`src/rtl/wiper_pkg.sv`:
```
package wiper_pkg;

  typedef enum logic [1:0] {
    STEP_NONE = 2'b00,
    STEP_UP   = 2'b01,
    STEP_DOWN = 2'b10
  } step_e;

  typedef struct packed {
    logic sel_n;
    logic strobe;
    logic dir_up;
  } ctl_t;

  localparam ctl_t CTL_IDLE = '{sel_n: 1'b1, strobe: 1'b1, dir_up: 1'b0};

endpackage

```
`src/rtl/wiper_sync.sv`:
```
module wiper_sync #(
  parameter int          WIDTH   = 3,
  parameter int          STAGES  = 2,
  parameter logic [WIDTH-1:0] RST_VAL = '0
) (
  input  logic             clk,
  input  logic             rst_n,
  input  logic [WIDTH-1:0] d_async,
  output logic [WIDTH-1:0] q_sync
);

  for (genvar b = 0; b < WIDTH; b++) begin : g_bit
    logic [STAGES-1:0] chain;
    always_ff @(posedge clk or negedge rst_n) begin
      if (!rst_n) chain <= {STAGES{RST_VAL[b]}};
      else        chain <= {chain[STAGES-2:0], d_async[b]};
    end
    assign q_sync[b] = chain[STAGES-1];
  end

endmodule

```
`src/rtl/wiper_step_ctr.sv`:
```
module wiper_step_ctr
  import wiper_pkg::*;
#(
  parameter int NUM_TAPS = 100,
  localparam int POS_W   = $clog2(NUM_TAPS)
) (
  input  logic             clk,
  input  logic             rst_n,
  input  logic [POS_W-1:0] load_pos,
  input  step_e            step_cmd,
  output logic [POS_W-1:0] pos,
  output logic             pos_valid
);

  localparam logic [POS_W-1:0] TOP_POS = POS_W'(NUM_TAPS - 1);

  always_ff @(posedge clk or negedge rst_n) begin
    if (!rst_n) begin
      pos       <= '0;
      pos_valid <= 1'b0;
    end else if (!pos_valid) begin
      pos       <= load_pos;
      pos_valid <= 1'b1;
    end else begin
      unique case (step_cmd)
        STEP_UP:   if (pos != TOP_POS) pos <= pos + 1'b1;
        STEP_DOWN: if (pos != '0)      pos <= pos - 1'b1;
        default:   ;
      endcase
    end
  end

  // index always inside the tap range
  a_r4_no_overflow: assert property (@(posedge clk) disable iff (!rst_n)
    pos <= TOP_POS);

  // a loaded counter moves by at most one place per clock
  a_r2_single_step: assert property (@(posedge clk) disable iff (!rst_n)
    pos_valid && $past(pos_valid) |->
      (pos == $past(pos)) || (pos == $past(pos) + 1'b1) || (pos == $past(pos) - 1'b1));

  // stepping down from zero keeps zero
  a_r5_floor: assert property (@(posedge clk) disable iff (!rst_n)
    pos_valid && pos == '0 && step_cmd == STEP_DOWN |=> pos == '0);

endmodule

```
`src/rtl/wiper_nv_store.sv`:
```
module wiper_nv_store #(
  parameter int POS_W        = 7,
  parameter int BLANK_POS    = 50,
  parameter int STORE_CYCLES = 5_000_000,
  localparam int CNT_W       = $clog2(STORE_CYCLES + 1)
) (
  input  logic             clk,
  input  logic             cold_rst_n,
  input  logic             rst_n,
  input  logic             store_req,
  input  logic [POS_W-1:0] pos,
  output logic [POS_W-1:0] nv_pos,
  output logic             busy
);

  localparam logic [CNT_W-1:0] BUSY_LOAD = CNT_W'(STORE_CYCLES);

  logic [CNT_W-1:0] busy_cnt;

  always_ff @(posedge clk or negedge cold_rst_n) begin
    if (!cold_rst_n)    nv_pos <= POS_W'(BLANK_POS);
    else if (store_req) nv_pos <= pos;
  end

  always_ff @(posedge clk or negedge rst_n) begin
    if (!rst_n)                busy_cnt <= '0;
    else if (store_req)        busy_cnt <= BUSY_LOAD;
    else if (busy_cnt != '0)   busy_cnt <= busy_cnt - 1'b1;
  end

  assign busy = (busy_cnt != '0);

  // a store captures the position and starts the busy interval
  a_r7_store_capture: assert property (@(posedge clk) disable iff (!rst_n)
    store_req |=> busy && nv_pos == $past(pos));

  // without a store request the retained value holds
  a_r8_nv_hold: assert property (@(posedge clk) disable iff (!rst_n)
    !store_req |=> $stable(nv_pos));

endmodule

```
`src/rtl/wiper_tap_decode.sv`:
```
module wiper_tap_decode #(
  parameter int NUM_TAPS = 100,
  localparam int POS_W   = $clog2(NUM_TAPS)
) (
  input  logic [POS_W-1:0]    pos,
  output logic [NUM_TAPS-1:0] tap_sel
);

  for (genvar t = 0; t < NUM_TAPS; t++) begin : g_tap
    assign tap_sel[t] = (pos == POS_W'(t));
  end

endmodule

```
`src/rtl/wiper_pos_ctrl.sv`:
```
module wiper_pos_ctrl
  import wiper_pkg::*;
#(
  parameter int NUM_TAPS     = 100,
  parameter int BLANK_POS    = 50,
  parameter int STORE_CYCLES = 5_000_000,
  localparam int POS_W       = $clog2(NUM_TAPS)
) (
  input  logic                clk,
  input  logic                cold_rst_n,
  input  logic                pwr_rst_n,
  input  logic                sel_n,
  input  logic                strobe,
  input  logic                dir_up,
  output logic [POS_W-1:0]    wiper_pos,
  output logic [NUM_TAPS-1:0] tap_sel,
  output logic                store_busy
);

  logic rst_n;
  assign rst_n = cold_rst_n & pwr_rst_n;

  ctl_t       ctl_raw, ctl_s, ctl_d;
  logic [2:0] sync_q;
  logic       strobe_fall, sel_rise, pos_valid, store_req;
  logic [POS_W-1:0] nv_pos;
  step_e      step_cmd;

  assign ctl_raw = '{sel_n: sel_n, strobe: strobe, dir_up: dir_up};

  wiper_sync #(.WIDTH(3), .STAGES(2), .RST_VAL(CTL_IDLE)) u_sync (
    .clk     (clk),
    .rst_n   (rst_n),
    .d_async (ctl_raw),
    .q_sync  (sync_q)
  );
  assign ctl_s = ctl_t'(sync_q);

  always_ff @(posedge clk or negedge rst_n) begin
    if (!rst_n) ctl_d <= CTL_IDLE;
    else        ctl_d <= ctl_s;
  end

  assign strobe_fall = ctl_d.strobe & ~ctl_s.strobe;
  assign sel_rise    = ~ctl_d.sel_n & ctl_s.sel_n;

  always_comb begin
    step_cmd = STEP_NONE;
    if (strobe_fall && !ctl_s.sel_n && !store_busy)
      step_cmd = ctl_s.dir_up ? STEP_UP : STEP_DOWN;
  end

  assign store_req = sel_rise & ctl_s.strobe & ~store_busy & pos_valid;

  wiper_step_ctr #(.NUM_TAPS(NUM_TAPS)) u_ctr (
    .clk       (clk),
    .rst_n     (rst_n),
    .load_pos  (nv_pos),
    .step_cmd  (step_cmd),
    .pos       (wiper_pos),
    .pos_valid (pos_valid)
  );

  wiper_nv_store #(
    .POS_W        (POS_W),
    .BLANK_POS    (BLANK_POS),
    .STORE_CYCLES (STORE_CYCLES)
  ) u_nv (
    .clk        (clk),
    .cold_rst_n (cold_rst_n),
    .rst_n      (rst_n),
    .store_req  (store_req),
    .pos        (wiper_pos),
    .nv_pos     (nv_pos),
    .busy       (store_busy)
  );

  wiper_tap_decode #(.NUM_TAPS(NUM_TAPS)) u_dec (
    .pos     (wiper_pos),
    .tap_sel (tap_sel)
  );

  // while a store runs the position is frozen
  a_r9_busy_freeze: assert property (@(posedge clk) disable iff (!rst_n)
    store_busy |=> $stable(wiper_pos));

  // exactly one tap, matching the position
  a_r10_onehot: assert property (@(posedge clk) disable iff (!rst_n)
    $countones(tap_sel) == 1 && tap_sel[wiper_pos]);

  // deselected block never moves once loaded
  a_r6_deselect_hold: assert property (@(posedge clk) disable iff (!rst_n)
    pos_valid && ctl_s.sel_n |=> $stable(wiper_pos));

endmodule

```
`config.mk`:
```
export PLATFORM = sky130hd
export DESIGN_NAME = wiper_pos_ctrl
export DESIGN_NICKNAME = d
export VERILOG_FILES = /design/src/rtl/wiper_pkg.sv /design/src/rtl/wiper_sync.sv /design/src/rtl/wiper_step_ctr.sv /design/src/rtl/wiper_nv_store.sv /design/src/rtl/wiper_tap_decode.sv /design/src/rtl/wiper_pos_ctrl.sv
export SDC_FILE = /design/constraint.sdc
export NUM_CORES = 1
export LEC_CHECK = 0
export ABC_AREA = 0
export ABC_CLOCK_PERIOD_IN_PS = 3300
export BUFFER_PORTS_ARGS = -buffer_cell sky130_fd_sc_hd__buf_2
export CAP_MARGIN = 40
export CELL_PAD_IN_SITES_DETAIL_PLACEMENT = 0
export CELL_PAD_IN_SITES_GLOBAL_PLACEMENT = 2
export CORE_ASPECT_RATIO = 1.5
export CORE_UTILIZATION = 26
export CTS_CLUSTER_DIAMETER = 200
export CTS_CLUSTER_SIZE = 24
export DETAILED_ROUTE_END_ITERATION = 10
export GPL_ROUTABILITY_DRIVEN = 0
export HOLD_SLACK_MARGIN = 0.03
export PLACE_DENSITY = 0.8
export SLEW_MARGIN = 5
export SYNTH_ARGS = -nofsm -noshare
export SYNTH_HDL_FRONTEND = slang
export SYNTH_HIERARCHICAL = 1
export SYNTH_SLANG_ARGS = --single-unit
```
`constraint.sdc`:
```
create_clock -name clk -period 3.3 [get_ports clk]
set_input_delay 0.165 -clock clk [delete_from_list [all_inputs] [get_ports clk]]
set_output_delay 0.165 -clock clk [all_outputs]
set_load 0.05 [all_outputs]
```
# Word-level counts from Yosys, hierarchy flattened
# Index checks and enable logic that the tools add are counted.
totals:
  latchBits: 0
  mem_count: 0
  mem_bits_rw: 0
  reg_bits: 46
  romBits: 0
  output_inout_bits: 108
classes:
  mul: 0
  muxes: 8
  n_bitwise: 9
  n_shift: 0
  n_eq_ne: 105
  addsub: 3
  div_mod_pow: 0
  n_lt_le_gt_ge: 0
  n_reduce_logical: 9
op_table:
  columns: ["cell", "n"]
  rows:
  - ["$eq A7 B7 Y1 const B", 36]
  - ["$eq A7 B6 Y1 const B", 32]
  - ["$eq A7 B5 Y1 const B", 16]
  - ["$eq A7 B4 Y1 const B", 8]
  - ["$mux W23", 2]
  - ["$eq A7 B3 Y1 const B", 4]
  - ["$reduce_bool A23 Y1", 1]
  - ["$sub A23 B1 Y23 const B", 1]
  - ["$mux W7", 3]
  - ["$eq A7 B2 Y1 const B", 2]
  - ["$pmux W7 S2", 1]
  - ["$ne A3 B3 Y1 const B", 3]
  - ["$add A7 B1 Y7 const B", 1]
  - ["$eq A7 B1 Y1 const B", 1]
  - ["$logic_not A7 Y1", 1]
  - ["$ne A7 B7 Y1 const B", 1]
  - ["$reduce_bool A7 Y1", 1]
  - ["$sub A7 B1 Y7 const B", 1]
  - ["$and A1 B1 Y1", 6]
  - ["$mux W2", 2]
  - ["$not A1 Y1", 3]
  - ["$reduce_and A3 Y1", 1]
  - ["$eq A2 B1 Y1 const B", 1]
  - ["$eq A2 B2 Y1 const B", 1]
  - ["3 further kinds", 5]

# Logic depth before layout (Yosys ltp)
depth:
  word_depth: 8
  mapped_depth: 17

# By module
# The synthesis kept the hierarchy.
modules_own_cells:
  columns: ["mod", "cells_each", "seq_area_each_um2", "area_each_um2", "n_inst"]
  rows:
  - ["wiper_nv_store", 165, 754.5, 1752.9, 1]
  - ["wiper_tap_decode", 143, 0.0, 691.9, 1]
  - ["wiper_step_ctr", 71, 200.2, 656.9, 1]
  - ["wiper_sync", 9, 155.1, 177.7, 1]
  - ["wiper_pos_ctrl", 8, 52.6, 112.6, 1]

# Worst setup path before layout
# OpenSTA, ideal clock, no wires.
synth_timing:
  path_type: "register to register"
  from: "register u_nv.busy_cnt[18]"
  to: "register u_ctr.pos[6]"
  arrival_ns: 3.706
  stages_incl_launch_ff: 16
  n_path_buf: 2
  setup_slack_ns: -0.526
  path_cell_list: "dfrtp_1 > or4_4 > buf_6 > nor4_4 > buf_6 > nand2_1 > nor2_2 > nor4bb_4 > nand2b_1 > xnor2_1 > ha_1 > nor4b_2 > nor3b_1 > a41o_1 > nand4_1 > o211a_1"
synth_between:
  elab_chain_cells: 7
  word_cells_on_any_way: 12
synth_rtl:
  columns: ["item", "line", "rtl"]
  rows:
  - ["from (decl)", "wiper_nv_store.sv:18", "logic [CNT_W-1:0] busy_cnt;"]
  - ["from (signal assigned)", "wiper_nv_store.sv:28", "else if (busy_cnt != '0) busy_cnt <= busy_cnt - 1'b1;"]
  - ["$reduce_bool A23 Y1 *", "wiper_nv_store.sv:31", "assign busy = (busy_cnt != '0);"]
  - ["named net store_busy", "wiper_pos_ctrl.sv:17", "output logic store_busy"]
  - ["$logic_not A1 Y1 *", "wiper_pos_ctrl.sv:49", "if (strobe_fall && !ctl_s.sel_n && !store_busy)"]
  - ["$logic_and A1 B1 Y1 *", "wiper_pos_ctrl.sv:49", null]
  - ["$mux W2 *", "wiper_pos_ctrl.sv:49", null]
  - ["named net step_cmd[1]", "wiper_pos_ctrl.sv:27", "step_e step_cmd;"]
  - ["$eq A2 B2 Y1 or $eq A2 B1 Y1 (tied branches)", "wiper_step_ctr.sv:25", "unique case (step_cmd)"]
  - ["$ne A3 B3 Y1 (no line) or $pmux W7 S2 (tied branches)", null, null]
  - ["$reduce_and A3 Y1 (no line) or $mux W7 (tied branches)", null, null]
  - ["to (signal assigned)", "wiper_step_ctr.sv:22", "pos <= load_pos;"]
  - ["to (signal assigned)", "wiper_step_ctr.sv:26", "STEP_UP: if (pos != TOP_POS) pos <= pos + 1'b1;"]
  - ["to (signal assigned)", "wiper_step_ctr.sv:27", "STEP_DOWN: if (pos != '0) pos <= pos - 1'b1;"]
  - ["to (decl)", "wiper_step_ctr.sv:11", "output logic [POS_W-1:0] pos,"]
# Mark *: on every way through the listed nets, which the timed path passes. The rest lies on a longest branch.
# A chain may end at the register's enable or synchronous reset.

# Worst setup path after layout
layout_timing:
  from: "register u_nv.busy_cnt[17]"
  to: "register u_ctr.pos[6]"
layout_between:
  elab_chain_cells: 7
  word_cells_on_any_way: 12
layout_rtl:
  columns: ["item", "line"]
  rows:
  - ["$reduce_bool A23 Y1 *", "wiper_nv_store.sv:31"]
  - ["$logic_not A1 Y1 *", "wiper_pos_ctrl.sv:49"]
  - ["$logic_and A1 B1 Y1 *", "wiper_pos_ctrl.sv:49"]
  - ["$mux W2 *", "wiper_pos_ctrl.sv:49"]
  - ["named net step_cmd[1]", "wiper_pos_ctrl.sv:27"]
  - ["$eq A2 B2 Y1 or $eq A2 B1 Y1 (tied branches)", "wiper_step_ctr.sv:25"]
  - ["$ne A3 B3 Y1 (no line) or $pmux W7 S2 (tied branches)", null]
  - ["$reduce_and A3 Y1 (no line) or $mux W7 (tied branches)", null]
# Marked as above.

==> impl_metrics.env <==
export IMPL_status="finished, final reports clean"
export IMPL_synth_flop_cell="dfrtp_1"
export IMPL_seq_area_frac_synth_pct=34.27
export IMPL_fin_ws_ps=108.4
export IMPL_syn_nets=404
export IMPL_grt_pass1_vias=2873
export IMPL_synth_cell_types=69
export IMPL_drt_iter0_markers=117
export IMPL_critPathLaunchType="flop"
export IMPL_synth_area_mm2=0.003392
export IMPL_die_area_mm2=0.01352
export IMPL_synth_edf_count=0
export IMPL_root_buffer="clkbuf_16"
export IMPL_utilization_pct=34.78
export IMPL_wirelength_um=9562
export IMPL_tightest_slew_ps=894.6
export IMPL_p_per_area_mw_per_mm2=432.2
export IMPL_cts_path_max_buffers=2
export IMPL_async_flop_share_pct=100.0
export IMPL_drt_pass1_iterations=4
export IMPL_dp_cells=642
export IMPL_fp_coreArea_mm2=0.01257
export IMPL_grt_pass1_wl_um=14910
export IMPL_finalHoldViolations=0
export IMPL_crit_fanout=4
export IMPL_rows=50
export IMPL_rsz0062_at_grt="true"
export IMPL_die_y_um=141.9
export IMPL_antenna_found_initial=0
export IMPL_netlist_area_leader_share_pct=27.30
export IMPL_avgViaCountPerCell=4.888
export IMPL_place_area_mm2=0.004119
export IMPL_vias=3231
export IMPL_finClkSkew_ps=5.298
export IMPL_period_minus_slack_ps=3192
export IMPL_min_path_type="input port to async pin"
export IMPL_cts_buffers=5
export IMPL_whs_ps=248.8
export IMPL_crit_type="flop to flop"
export IMPL_ff2ff_setup_slack_ps=110
export IMPL_diodes=0
export IMPL_cts_tree="built"
export IMPL_period_share_pct=96.72
export IMPL_htree_levels=2
export IMPL_hpwl_um=6894
export IMPL_avgSynthCellArea_um2=8.566
export IMPL_synthTopCellsByArea="dfrtp_1, nor2_1, dfstp_2"
export IMPL_drc_errors=0
export IMPL_overflow=0
export IMPL_port_buffers=113
export IMPL_synth_area_leader_cell="dfrtp_1"
export IMPL_p_total_mw=1.890
export IMPL_worstSkewPairLatency_ps=290
export IMPL_cpMaxStageDelayCell="or4_4"
export IMPL_max_freq_mhz=313.3
export IMPL_setup_violations=0
export IMPL_dp_slack_ps=-36.51
export IMPL_synth_cells=396
export IMPL_critPathArrivalTime_ps=3370
export IMPL_cpPeakStageDelay_ps=560
export IMPL_final_setup_tns_ps=0
export IMPL_cts_sinks=46
export IMPL_cp_end_kind="flop"
export IMPL_slew_headroom_pct=40.36
export IMPL_cap_violations=0
export IMPL_power_leakage_nw=2.049
export IMPL_area_growth_pct=28.92
export IMPL_finalNetCount=512
export IMPL_clk_pin_slew_ps=60
export IMPL_wl_per_cell_um=14.47
export IMPL_io_pins=114
export IMPL_gr_usage_all_layers_pct=14.27
export IMPL_antenna_left=0
export IMPL_layout_drive_gt1_share_pct=39.80
export IMPL_peakVddDrop_uv=349.3
export IMPL_slew_violations=0
export IMPL_die_x_um=95.26
export IMPL_synth_warnings=6
export IMPL_ys_ff_latch=46
export IMPL_grt_start_max_net_pins=43
export IMPL_instances_no_fill=661
export IMPL_final_area_mm2=0.004373
export IMPL_start_util_pct=26.98
export IMPL_cp_data_required_time_ps=3480
export IMPL_path_cells="or4_4 -> nor4_4 -> buf_4 -> nand2_8 -> nor2_4 -> nor4bb_4 -> nand2b_4 -> xnor2_2 -> ha_2 -> nor4b_4 -> nor3b_2 -> a41o_1 -> nand4_1 -> o211a_1"
-- cell usage after synthesis (6+ instances only) --
cell type / count
a21oi_1: 10
buf_2: 8
buf_6: 8
clkbuf_1: 20
dfrtp_1: 37
dfstp_2: 9
mux2_2: 11
mux2i_1: 6
nand2b_1: 10
nand4bb_1: 6
nor2_1: 126
nor2b_1: 12
or4_1: 8
-- timing repair --
item / 4_1_cts / 5_1_grt
pin swaps: 1 / 2
resized for setup: 1 / 1
setup buffers: 2 / 4
endpoints found under the hold margin: 16 / 0
endpoints found under the setup margin: 1 / 4
hold buffers: 5 / 0
-- layout by cell type, fill, tap and decap left out, types with 7 or more instances in the layout --
cell	instances
nand2b_1	9
dfstp_2	9
or4_1	7
nor2b_1	12
a21oi_1	10
nor2_1	126
buf_4	21
dfrtp_1	37
buf_2	113
mux2_2	11
-- where the power goes --
part	total, mW	internal, mW	switching [mW]
Clock	0.502	0.300	0.202
Combinational	0.588	0.255	0.332
Sequential	0.800	0.656	0.144
Total	1.89	1.21	0.679
-- final timing paths --
| path | start | endpoint | depth (start not counted) |
|---|---|---|---|
| max in group asynchronous | cold_rst_n | u_sync/g_bit[2].chain[1] | 4 |
| hold / removal | cold_rst_n | u_nv/nv_pos[6] | 2 |
| setup reg to reg | u_nv/busy_cnt[17] | u_ctr/pos[6] | 14 |
| min in group clk | u_sync/g_bit[1].chain[0] | u_sync/g_bit[1].chain[1] | 0 |
| setup / recovery | u_nv/busy_cnt[17] | u_ctr/pos[6] | 14 |
| hold reg to reg | u_sync/g_bit[1].chain[0] | u_sync/g_bit[1].chain[1] | 0 |
-- flip-flops by register name, summed over array words and instances, names as in the netlist --
| name | flops |
|---|---|
| u_nv/busy_cnt | 23 |
| ctl_d | 2 |
| u_ctr/pos | 7 |
| u_nv/nv_pos | 7 |
| u_sync/g_bit.chain | 6 |
| u_ctr/pos_valid | 1 |
-- layout make-up --
class | count | area (um2)
tap | 156 | 195.2
timing repair buffer | 141 | 813.3
fill | 1300 | 8202
clock inverter | 1 | 5.005
clock buffer | 7 | 142.6
multi-input combinational | 305 | 2036
inverter | 5 | 18.77
sequential | 46 | 1162
-- metal layers --
metal	share of wire, %	vias up	global-route usage [%]
li1	-	1596	-
met1	39	1513	14.71
met2	54	111	27.52
met3	5.3	11	2.090
met4	1.8	0	6.140
met5	0	-	0
-- kinds of logic after synthesis --
group                      count (synthesis)  share of synthesized area [%]
and+or+nand+nor                          234                          39.95
AOI/OAI and AO/OA                         46                          10.07
DFF                                       46                          34.27
buffers and inverters                     45                          7.414
muxes                                     21                          7.193
adders and majority gates                  2                         0.7376
other                                      1                         0.1106
xor gates and xnor gates                   1                         0.2583
-- worst max-delay path, delay by kind of cell (launching register included) --
kind                     cells  cell delay [ps]
AO/OA/AOI/OAI                2              280
flip-flops                   1              380
adder cells (fa/ha/maj)      1              230
buffers and inverters        1              180
XOR/XNOR                     1              130
AND/OR/NAND/NOR              9             1890
No activity file was read; power rests on OpenSTA's default activity.
